**config.mk**
```make
export PLATFORM = sky130hd
export DESIGN_NAME = i2c_bus_monitor
export DESIGN_NICKNAME = d
export VERILOG_FILES = /design/src/rtl/i2c_mon_pkg.sv /design/src/rtl/i2c_mon_edges.sv /design/src/rtl/i2c_mon_shift.sv /design/src/rtl/i2c_mon_fsm.sv /design/src/rtl/i2c_bus_monitor.sv
export SDC_FILE = /design/constraint.sdc
export NUM_CORES = 1
export LEC_CHECK = 0
export BUFFER_PORTS_ARGS = -buffer_cell sky130_fd_sc_hd__buf_2
export CAP_MARGIN = 40
export CORE_MARGIN = 2
export CORE_UTILIZATION = 60
export CTS_CLUSTER_SIZE = 30
export DETAILED_ROUTE_END_ITERATION = 10
export GPL_ROUTABILITY_DRIVEN = 1
export GPL_TIMING_DRIVEN = 0
export PLACE_DENSITY = 0.94
export SLEW_MARGIN = 20
export SYNTH_ARGS = -nofsm -noshare
export SYNTH_HDL_FRONTEND = slang
export SYNTH_HIERARCHICAL = 1
export SYNTH_SLANG_ARGS = --single-unit
```
**constraint.sdc**
```tcl
create_clock -name clk -period 3.2 [get_ports clk]
set_input_delay 0.32 -clock clk [delete_from_list [all_inputs] [get_ports clk]]
set_output_delay 0.32 -clock clk [all_outputs]
set_load 0.01 [all_outputs]
```
**src/rtl/i2c_mon_pkg.sv**
```systemverilog
package i2c_mon_pkg;

  localparam int EVT_W = 4;

  // Event codes seen on evt_code
  typedef enum logic [EVT_W-1:0] {
    EV_START   = 4'd0,
    EV_RSTART  = 4'd1,
    EV_STOP    = 4'd2,
    EV_ACK     = 4'd3,
    EV_NACK    = 4'd4,
    EV_ADDR_RD = 4'd5,
    EV_ADDR_WR = 4'd6,
    EV_DATA_RD = 4'd7,
    EV_DATA_WR = 4'd8
  } mon_evt_e;

  // Decoder phases
  typedef enum logic [1:0] {
    PH_IDLE = 2'd0,
    PH_ADDR = 2'd1,
    PH_ACK  = 2'd2,
    PH_DATA = 2'd3
  } mon_phase_e;

endpackage

```
**src/rtl/i2c_mon_edges.sv**
```systemverilog
// Previous-level registers and the three bus conditions derived from them.
module i2c_mon_edges (
  input  logic clk,
  input  logic rst,
  input  logic scl_i,
  input  logic sda_i,
  output logic armed_o,
  output logic start_o,
  output logic stop_o,
  output logic rise_o
);

  logic scl_q;
  logic sda_q;
  logic armed_q;

  always_ff @(posedge clk) begin
    if (rst) begin
      scl_q   <= 1'b1;
      sda_q   <= 1'b1;
      armed_q <= 1'b0;
    end else begin
      scl_q   <= scl_i;
      sda_q   <= sda_i;
      armed_q <= 1'b1;
    end
  end

  // Nothing is evaluated until one real sample has been stored.
  assign armed_o = armed_q;
  assign start_o = armed_q & sda_q & ~sda_i & scl_i;
  assign stop_o  = armed_q & ~sda_q & sda_i & scl_i;
  assign rise_o  = armed_q & ~scl_q & scl_i;

endmodule

```
**src/rtl/i2c_mon_shift.sv**
```systemverilog
// MSB-first byte collector with its bit counter.
module i2c_mon_shift #(
  parameter int BYTE_BITS = 8
) (
  input  logic                 clk,
  input  logic                 rst,
  input  logic                 clr_i,
  input  logic                 take_i,
  input  logic                 bit_i,
  output logic [BYTE_BITS-1:0] byte_o,
  output logic                 last_o
);

  localparam int CNT_W = $clog2(BYTE_BITS + 1);
  localparam logic [CNT_W-1:0] LAST_IDX = CNT_W'(BYTE_BITS - 1);

  logic [BYTE_BITS-1:0] sh_q;
  logic [CNT_W-1:0]     cnt_q;

  // Byte as it stands once the current bit has been shifted in.
  assign byte_o = {sh_q[BYTE_BITS-2:0], bit_i};
  assign last_o = (cnt_q == LAST_IDX);

  always_ff @(posedge clk) begin
    if (rst || clr_i) begin
      sh_q  <= '0;
      cnt_q <= '0;
    end else if (take_i) begin
      if (last_o) begin
        sh_q  <= '0;
        cnt_q <= '0;
      end else begin
        sh_q  <= byte_o;
        cnt_q <= cnt_q + 1'b1;
      end
    end
  end

endmodule

```
**src/rtl/i2c_mon_fsm.sv**
```systemverilog
// Phase controller: decides which condition counts and builds the event.
module i2c_mon_fsm
  import i2c_mon_pkg::*;
#(
  parameter int BYTE_BITS = 8
) (
  input  logic                 clk,
  input  logic                 rst,
  input  logic                 start_i,
  input  logic                 stop_i,
  input  logic                 rise_i,
  input  logic                 sda_i,
  input  logic                 byte_last_i,
  input  logic [BYTE_BITS-1:0] byte_i,
  output logic                 take_o,
  output logic                 clr_o,
  output mon_phase_e           phase_o,
  output logic                 evt_valid_o,
  output logic [EVT_W-1:0]     evt_code_o,
  output logic [BYTE_BITS-1:0] evt_value_o,
  output logic                 evt_rw_o,
  output logic [BYTE_BITS-1:0] evt_raw_o
);

  function automatic logic [BYTE_BITS-1:0] addr_of(input logic [BYTE_BITS-1:0] b);
    return b >> 1;
  endfunction

  function automatic mon_evt_e byte_kind(input logic is_addr, input logic rd);
    if (is_addr) return rd ? EV_ADDR_RD : EV_ADDR_WR;
    return rd ? EV_DATA_RD : EV_DATA_WR;
  endfunction

  mon_phase_e           phase_q, phase_n;
  logic                 rep_q, rep_n;
  logic                 dir_q, dir_n;
  logic                 fire;
  mon_evt_e             code_n;
  logic [BYTE_BITS-1:0] val_n;
  logic [BYTE_BITS-1:0] raw_n;
  logic                 rw_n;

  assign phase_o = phase_q;

  always_comb begin
    take_o  = 1'b0;
    clr_o   = 1'b0;
    fire    = 1'b0;
    code_n  = EV_START;
    val_n   = '0;
    raw_n   = '0;
    rw_n    = 1'b0;
    phase_n = phase_q;
    rep_n   = rep_q;
    dir_n   = dir_q;
    unique case (phase_q)
      PH_IDLE: begin
        if (start_i) begin
          fire    = 1'b1;
          code_n  = rep_q ? EV_RSTART : EV_START;
          clr_o   = 1'b1;
          phase_n = PH_ADDR;
          rep_n   = 1'b1;
          dir_n   = 1'b0;
        end
      end
      PH_ADDR: begin
        if (rise_i) begin
          take_o = 1'b1;
          if (byte_last_i) begin
            fire    = 1'b1;
            code_n  = byte_kind(1'b1, byte_i[0]);
            val_n   = addr_of(byte_i);
            raw_n   = byte_i;
            rw_n    = byte_i[0];
            dir_n   = byte_i[0];
            phase_n = PH_ACK;
          end
        end
      end
      PH_ACK: begin
        if (rise_i) begin
          fire    = 1'b1;
          code_n  = sda_i ? EV_NACK : EV_ACK;
          phase_n = PH_DATA;
        end
      end
      PH_DATA: begin
        if (rise_i) begin
          take_o = 1'b1;
          if (byte_last_i) begin
            fire    = 1'b1;
            code_n  = byte_kind(1'b0, dir_q);
            val_n   = byte_i;
            raw_n   = byte_i;
            rw_n    = dir_q;
            phase_n = PH_ACK;
          end
        end else if (start_i) begin
          fire    = 1'b1;
          code_n  = rep_q ? EV_RSTART : EV_START;
          clr_o   = 1'b1;
          phase_n = PH_ADDR;
          rep_n   = 1'b1;
          dir_n   = 1'b0;
        end else if (stop_i) begin
          fire    = 1'b1;
          code_n  = EV_STOP;
          phase_n = PH_IDLE;
          rep_n   = 1'b0;
          dir_n   = 1'b0;
        end
      end
      default: phase_n = PH_IDLE;
    endcase
  end

  always_ff @(posedge clk) begin
    if (rst) begin
      phase_q     <= PH_IDLE;
      rep_q       <= 1'b0;
      dir_q       <= 1'b0;
      evt_valid_o <= 1'b0;
      evt_code_o  <= '0;
      evt_value_o <= '0;
      evt_rw_o    <= 1'b0;
      evt_raw_o   <= '0;
    end else begin
      phase_q     <= phase_n;
      rep_q       <= rep_n;
      dir_q       <= dir_n;
      evt_valid_o <= fire;
      evt_code_o  <= code_n;
      evt_value_o <= val_n;
      evt_rw_o    <= rw_n;
      evt_raw_o   <= raw_n;
    end
  end

endmodule

```
**src/rtl/i2c_bus_monitor.sv**
```systemverilog
module i2c_bus_monitor
  import i2c_mon_pkg::*;
#(
  parameter int BYTE_BITS = 8
) (
  input  logic                 clk,
  input  logic                 rst,
  input  logic                 scl_i,
  input  logic                 sda_i,
  output logic                 evt_valid,
  output logic [EVT_W-1:0]     evt_code,
  output logic [BYTE_BITS-1:0] evt_value,
  output logic                 evt_rw,
  output logic [BYTE_BITS-1:0] evt_raw
);

  // Internal events, named for the checker
  logic                 armed;
  logic                 start_cond;
  logic                 stop_cond;
  logic                 scl_rise;
  logic                 take_bit;
  logic                 clr_bits;
  logic                 byte_last;
  logic [BYTE_BITS-1:0] byte_now;
  mon_phase_e           phase;

  i2c_mon_edges u_edges (
    .clk     (clk),
    .rst     (rst),
    .scl_i   (scl_i),
    .sda_i   (sda_i),
    .armed_o (armed),
    .start_o (start_cond),
    .stop_o  (stop_cond),
    .rise_o  (scl_rise)
  );

  i2c_mon_shift #(.BYTE_BITS(BYTE_BITS)) u_shift (
    .clk    (clk),
    .rst    (rst),
    .clr_i  (clr_bits),
    .take_i (take_bit),
    .bit_i  (sda_i),
    .byte_o (byte_now),
    .last_o (byte_last)
  );

  i2c_mon_fsm #(.BYTE_BITS(BYTE_BITS)) u_fsm (
    .clk         (clk),
    .rst         (rst),
    .start_i     (start_cond),
    .stop_i      (stop_cond),
    .rise_i      (scl_rise),
    .sda_i       (sda_i),
    .byte_last_i (byte_last),
    .byte_i      (byte_now),
    .take_o      (take_bit),
    .clr_o       (clr_bits),
    .phase_o     (phase),
    .evt_valid_o (evt_valid),
    .evt_code_o  (evt_code),
    .evt_value_o (evt_value),
    .evt_rw_o    (evt_rw),
    .evt_raw_o   (evt_raw)
  );

endmodule

```
-- Word level (Yosys, flattened, before mapping)
Index checks and enable logic that the tools add are counted.
- $lt $le $gt $ge: 0
- shifts and indexed selects: 0
- bitwise gates (word level): 12
- add/subtract/negate cells: 1
- multiply operators: 0
- reduce and logical (&&, ||, !) cells: 9
- divide/modulo/power cells: 0
- mux-type cells: 61
- eq/ne operators: 11
- operators by type and width (operator ; count):
    4-bit 2-to-1 mux ; 11
    1-bit 2-to-1 mux ; 27
    8-bit 2-to-1 mux ; 3
    2-bit 2-to-1 mux ; 9
    4-bit case mux with 4 select lines ; 1
    8-bit case mux with 2 select lines ; 1
    7-bit 2-to-1 mux ; 2
    2-bit != test (second input constant) ; 5
    1-bit AND ; 8
    2-bit case mux with 4 select lines ; 1
    4-bit AND reduction ; 2
    1-bit case mux with 2 select lines ; 3
    6-bit AND reduction ; 1
    4-bit by 1-bit adder with 4-bit output (second input constant) ; 1
    2-bit equality test (second input constant) ; 2
    4-bit by 3-bit equality test with 1-bit output (second input constant) ; 1
    4-bit != test (second input constant) ; 1
    1-bit inverter ; 4
    1-bit case mux with 4 select lines ; 1
    2-bit OR reduction ; 2
    3-bit 2-to-1 mux ; 1
    3-bit != test (second input constant) ; 1
    1-bit case mux with 3 select lines ; 1
    3-bit nonzero test ; 1
    4 further kinds ; 4
- word-level logic and storage cells: 107
- latch bits: 0
- output and inout port bits: 22
- bits in read-only memories: 0
- memories: 0
- bits in registers: 40
- bits in writable memories: 0
- input port bits: 4

-- Depth between registers and ports, before layout
Gate-level depths: netlist of run 1.
- depth in word-level cells: 9
- gate-level depth with buffers: 7
- gate-level depth less buffers: 6

-- Modules after synthesis
Netlist of run 1, hierarchy kept.
- by module, submodules not included (module ; area each (um^2) ; seq. area each (um^2) ; instances ; cells each):
    i2c_mon_fsm ; 1204.9 ; 520.5 ; 1 ; 117
    i2c_mon_shift ; 511.7 ; 220.2 ; 1 ; 44
    i2c_mon_edges ; 105.1 ; 60.1 ; 1 ; 9

-- Worst setup path before layout of run 1
OpenSTA, ideal clock, no wires.
- path type: reg-to-reg
- start: register u_fsm.phase_q[0] (netlist: u_fsm/phase_o[0])
- end: register u_shift.sh_q[0]
- library setup time: 0.117 ns
- setup slack: 1.149 ns
- arrival time: 1.933 ns
- data required time: 3.083 ns
- stages on the path, launching flop included: 8
- buffers on the path: 1
- period minus slack after synthesis: 2.051 ns
- cell sequence: dfxtp_1 -> inv_1 -> ha_1 -> clkbuf_1 -> a21oi_1 -> nor3b_1 -> nor2_2 -> a32o_1
- cells in the longest elaborated chain, start to end: 3
- elaborated cells on any way between the ends: 7
- those cells by class: eq/ne: 2; mux: 2; reduce/logical: 3
- ends and longest elaborated chain (item ; RTL line ; source):
    start: declaration ; i2c_mon_fsm.sv:34 ; mon_phase_e phase_q, phase_n;
    start signal: assignment ; i2c_mon_fsm.sv:129 ; phase_q <= phase_n;
    2-bit equality test or 2-bit zero test (tied branches) ; i2c_mon_fsm.sv:56 ; unique case (phase_q)
    1-bit case mux with 2 select lines * ; i2c_mon_fsm.sv:56 ;
    named net clr_bits ; i2c_bus_monitor.sv:23 ; logic clr_bits;
    1-bit logical OR * ; i2c_mon_shift.sv:25 ; if (rst || clr_i) begin
    end signal: assignment ; i2c_mon_shift.sv:33 ; sh_q <= byte_o;
    end: declaration ; i2c_mon_shift.sv:17 ; logic [BYTE_BITS-1:0] sh_q;
The timed path passes the listed nets; every way through them passes the cells marked *.
A chain may end at the register's enable or synchronous reset.

-- Final worst setup path of run 1
- start: register u_fsm.phase_q[0] (netlist: u_fsm/phase_o[0])
- end: register u_shift.sh_q[5]
The elaborated chain is that of the path after synthesis.

==> out/metrics.yaml, run 1 <==
gp_congestion: 0.818
reg2reg_depth: 7
grt_use_total_pct: 23.7
fp.dieArea_um2: 3490
fp.dieW_um: 59.1
synth_top_area_share_pct: 44.0
instances_no_fill: 234
fin_ws_ns: 0.728
hp-start: "scl_i"
cts_setup_buffers: 0
die_h_um: 59.1
path_buf_inv: 2
n_antenna_cell: 0
crit_required_ns: 3.45
fin_worst_skew_ns: 0.00612
vias: 1444
gr-total-overflow: 0
rsz0062_at_grt: "no"
grt_start_max_net_pins: 15
grt_pass1_wl_um: 6290
synth.top_cells.by_count: "dfxtp_1, and2_1, a32o_1"
h-tree-depth: 2
synth_fp_nets: 181
firstDrtPassIters: 4
crit_type: "register to register"
fmax_mhz: 405
r2r_setup_slack_ns: 0.73
pre_cts_slack_ns: 0.770
seq_area_frac_synth_pct: 44.0
cts_buffers: 5
pin_count: 26
port_buffers: 25
yosys_warnings: 6
cts.sinks: 40
min_path_cells: 2
path_cells: "inv_1 -> ha_1 -> clkbuf_1 -> a21oi_1 -> nor3b_1 -> nor2_2 -> a32o_1"
syn_area_per_cell_um2: 10.7
p_per_area_nw_per_um2: 466
min_to: "u_edges/scl_q"
hp-class: "input port to register"
cp_top_family: "simple AND/OR/NAND/NOR gates"
grt_pass1_vias: 1414
drc_errors: 0
initial_core_util_pct: 64.4
ys_seq_elements: 40
drtIter0Drc: 59
clk_path_buf_depth: 2
synth_edf_count: 0
peakVddDrop_mv: 0.364
drive_gt1_share_pct: 28.1
ant_nets: 0
drv_cap: 0
critPathCaptureType: "register"
dp_hpwl_um: 2590
ctsRootBufferMaster: "clkbuf_4"
area_growth_pct: 13.6
fin_tns_setup_ns: 0
status: "finished clean"
holdBufCountCts: 0
period_needed_ns: 2.47
slew_headroom_pct: 47.5
drv_slew: 0
finalSetupViolations: 0
wl_per_cell_um: 15.8
cts_resized: 0
synth_cell_type_count: 56
arrival_ns: 2.72
clk_latency_ns: 0.34
vias_per_cell: 6.17
drt-total-wl_um: 3700
startpoint_type: "register"
core_region_area_um2: 2830
clk_pin_slew_worst_paths_ns: 0.12
worst-path-max-fanout: 10
synth_most_common_cell: "dfxtp_1"
cts_tree: "done"
synthArstFlopShare_pct: 0
synth_top_cell_by_area: "dfxtp_1"
max_stage_delay_ns: 0.66
rr_endpoint: "u_shift/sh_q[5]"
synth_area_leaders: "dfxtp_1, and2_1, ha_1"
row_count: 19
period_share_pct: 77.2
antenna_found_initial: 0
worstMarginPinSlew_ns: 0.785
worstReg2RegStart: "u_fsm/phase_o[0]"
syn-cell-area_um2: 1820
synth_top_flop_cell: "dfxtp_1"
placed_cells: 226
layout.nets: 213
syn_inst: 170
p_leak_nw: 0.902
worst_path_max_delay_cell: "nor3b_1"
hold_viol: 0
power breakdown:
group          leakage, nW  total (mW)  internal [mW]  switching [mW]
combinational        0.537       0.110         0.0458          0.0642
clock               0.0418       0.340          0.167           0.173
sequential           0.324       0.515          0.508         0.00667
total                0.902       0.965          0.721           0.244
through the flow:
step | power [mW] | area, µm² | utilization, % | hold slack, ns
floorplan | 0.606 | 1820 | - | 0.377
global placement | 0.627 | 1990 | 70.2 | 0.469
detailed placement | 0.634 | 1990 | 70.2 | 0.488
CTS | 0.970 | 2070 | 73.2 | 0.176
global route | 1.00 | 2070 | 73.2 | 0.191
finish | 0.965 | 2070 | 73.2 | 0.193
sequential cells by signal, summed over array words and instances, names as in the netlist, 2 cells and up:
name / count
u_fsm/evt_code_o: 4
u_shift/cnt_q: 4
u_fsm/phase_o: 2
u_fsm/evt_raw_o: 8
u_shift/sh_q: 7
u_fsm/evt_value_o: 8
layout make-up:
cell class | count | area, µm²
Timing Repair Buffer | 25 | 125
Fill cell | 212 | 759
Clock inverter | 3 | 46.3
Inverter | 5 | 18.8
Buffer | 9 | 60.1
Multi-Input combinational cell | 116 | 942
Clock buffer | 5 | 37.5
Sequential cell | 40 | 801
Tap cell | 31 | 38.8
routing by layer:
| layer | vias to the layer above | share of wire [%] | track usage [%] |
|---|---|---|---|
| met5 | - | 0 | 0 |
| met4 | 0 | 1.0 | 9.42 |
| met3 | 4 | 4.4 | 5.46 |
| met2 | 47 | 49 | 38.4 |
| met1 | 701 | 46 | 30.5 |
| li1 | 692 | - | - |
placed cells by master (no fill, tap or decap), types with 3 or more instances in the layout:
cell	count
nand2_1	3
a22o_1	7
nand2b_1	5
nor4_1	3
nor2_1	7
nand3b_1	4
a21oi_1	3
inv_1	5
dfxtp_1	40
clkbuf_4	5
ha_1	7
mux2i_1	3
a32o_1	8
buf_2	28
and2_1	16
nor3b_1	3
a21boi_0	3
logic make-up (layout without fill, tap and decap cells):
group | count (synthesis) | after routing | share of synthesized area, %
simple gates | 63 | 63 | 24.5
compound gates | 42 | 42 | 20.0
flops | 40 | 40 | 44.0
buf+inv | 14 | 47 | 4.33
fa+ha+maj | 7 | 7 | 4.81
mux | 4 | 4 | 2.47
how the worst max path moves through the flow:
stage | from | cells after the start | end | slack, ns
2_1_floorplan | u_fsm/phase_o[0] | 7 | u_shift/sh_q[0] | 1.15
3_3_place_gp | u_fsm/phase_o[0] | 7 | u_shift/sh_q[5] | 0.85
3_5_place_dp | u_fsm/phase_o[0] | 7 | u_shift/sh_q[1] | 0.77
4_1_cts | u_fsm/phase_o[0] | 7 | u_shift/sh_q[1] | 0.74
5_1_grt | u_fsm/phase_o[0] | 7 | u_shift/sh_q[1] | 0.50
6_report | u_fsm/phase_o[0] | 7 | u_shift/sh_q[5] | 0.73
No activity file was read; power rests on OpenSTA's default activity.
==> inputs of run 2 (changes only) <==
Settings changed: CORE_UTILIZATION 60 to 56, PLACE_DENSITY 0.94 to 0.89.
Clock period 3.2 ns to 2.4 ns, I/O delays scaled along.
==> out/metrics.yaml, run 2 (same netlist as run 1, synthesis figures left out) <==
crit_type: "register to register"
initial_core_util_pct: 59.2
row_count: 20
hold_viol: 0
p_per_area_nw_per_um2: 611
ctsRootBufferMaster: "clkbuf_4"
die_h_um: 61.0
firstDrtPassIters: 5
path_cells: "inv_1 -> ha_1 -> clkbuf_1 -> a21oi_1 -> nor3b_2 -> nor2_2 -> a32o_1"
vias: 1446
crit_required_ns: 2.63
final_cell_mix: "dfxtp_1, buf_2, and2_1"
peakVddDrop_mv: 0.441
fin_worst_skew_ns: 0.00634
fp.dieArea_um2: 3730
period_share_pct: 93.1
h-tree-depth: 2
arrival_ns: 2.47
place_area_um2: 2000
fin_ws_ns: 0.165
crit_cells: 7
cts_setup_buffers: 0
nFillCells: 248
reg_top3: "u_fsm/evt_raw_o (8), u_fsm/evt_value_o (8), u_shift/sh_q (7)"
clk_path_buf_depth: 2
min_path_cells: 2
routed.top_layer: "met4"
n_antenna_cell: 0
cts.sinks: 40
antenna_found_initial: 0
dp_hpwl_um: 2620
pre_cts_slack_ns: -0.0324
grt_use_total_pct: 21.9
setup.worst_path.start: "u_fsm/phase_o[0]"
clk_pin_slew_worst_paths_ns: 0.12
wl_met1_um: 1590
status: "finished clean"
finalInstanceArea_um2: 2090
multi_input_area_um2: 947
gp_congestion: 0.858
drv_slew: 0
grt_start_max_net_pins: 15
drt-total-wl_um: 3660
layout.nets: 213
grt_pass1_vias: 1344
reg2reg_depth: 7
grt_pass1_wl_um: 6010
period_needed_ns: 2.23
drive_gt1_share_pct: 28.6
gr-total-overflow: 0
worst_path_max_delay_cell: "nor3b_2"
worst-path-max-fanout: 10
path_buf_inv: 2
wl_per_cell_um: 14.8
area_growth_pct: 14.8
vias_per_cell: 5.85
drc_errors: 0
finalSetupViolations: 0
final_util_pct: 67.9
wl_met2_um: 1850
cts_buffers: 5
cp_top_family: "simple AND/OR/NAND/NOR gates"
holdWs_ns: 0.119
drv_cap: 0
pin_count: 26
p_leak_nw: 0.906
hp-start: "scl_i"
max_stage_delay_ns: 0.43
rsz0062_at_grt: "no"
fp.dieW_um: 61.0
hp-class: "input port to register"
fmax_mhz: 447
worstReg2RegStart: "u_fsm/phase_o[0]"
worstMarginPinSlew_ns: 0.464
layout_commonest_cell: "dfxtp_1"
slew_headroom_pct: 69.0
ant_nets: 0
totalPowerFinal_mw: 1.28
cts_tree: "done"
clk_latency_ns: 0.33
startpoint_type: "register"
drtIter0Drc: 84
critPathCaptureType: "register"
port_buffers: 25
core_region_area_um2: 3080
seq_area_um2: 801
wl_met3_um: 199
## run 2: layer usage
layer / track usage [%] / vias to the layer above
li1: - / 693
met1: 27.4 / 698
met2: 37.4 / 52
met3: 5.04 / 3
met4: 6.83 / 0
met5: 0 / -
## run 2: timing repair
action | CTS | global route
endpoints found under the setup margin | 8 | 0
hold buffers | 0 | 0
gates resized for setup | 1 | 0
## run 2: power breakdown
| group | switching, mW | total [mW] | leakage, nW | internal [mW] |
|---|---|---|---|---|
| logic | 0.0877 | 0.149 | 0.540 | 0.0616 |
| registers | 0.00829 | 0.686 | 0.324 | 0.678 |
| clock network | 0.221 | 0.443 | 0.0418 | 0.223 |
| total | 0.317 | 1.28 | 0.906 | 0.962 |
## run 2: metrics by stage
stage	cells	setup TNS (ns)
2_1_floorplan	170	0
3_3_place_gp	239	0
3_5_place_dp	239	-0.118
4_1_cts	247	0
5_1_grt	247	0
6_report	247	0
## run 2: worst paths after layout
check                                       end  slack, ns
worst max register to register  u_shift/sh_q[2]       0.17
worst min register to register      u_fsm/rep_q       0.50
worst min-delay path              u_edges/scl_q       0.12
worst max-delay path            u_shift/sh_q[2]       0.17
## run 2: worst register-to-register path: cells and delay by family (launching register included)
family	cells	cell delay (ns)
simple gates	2	0.61
buf+inv	2	0.54
compound gates	2	0.40
fa+ha+maj	1	0.22
flops	1	0.36
## run 2: layout make-up
cell class,count,share of cell area (%)
multi-input cells,116,45.3
flip-flops and latches,40,38.3
repair buffers,25,5.98
plain buffers,9,2.87
well taps,44,2.63
clock inverters,3,2.21
clock buffers,5,1.80
inverters,5,0.898
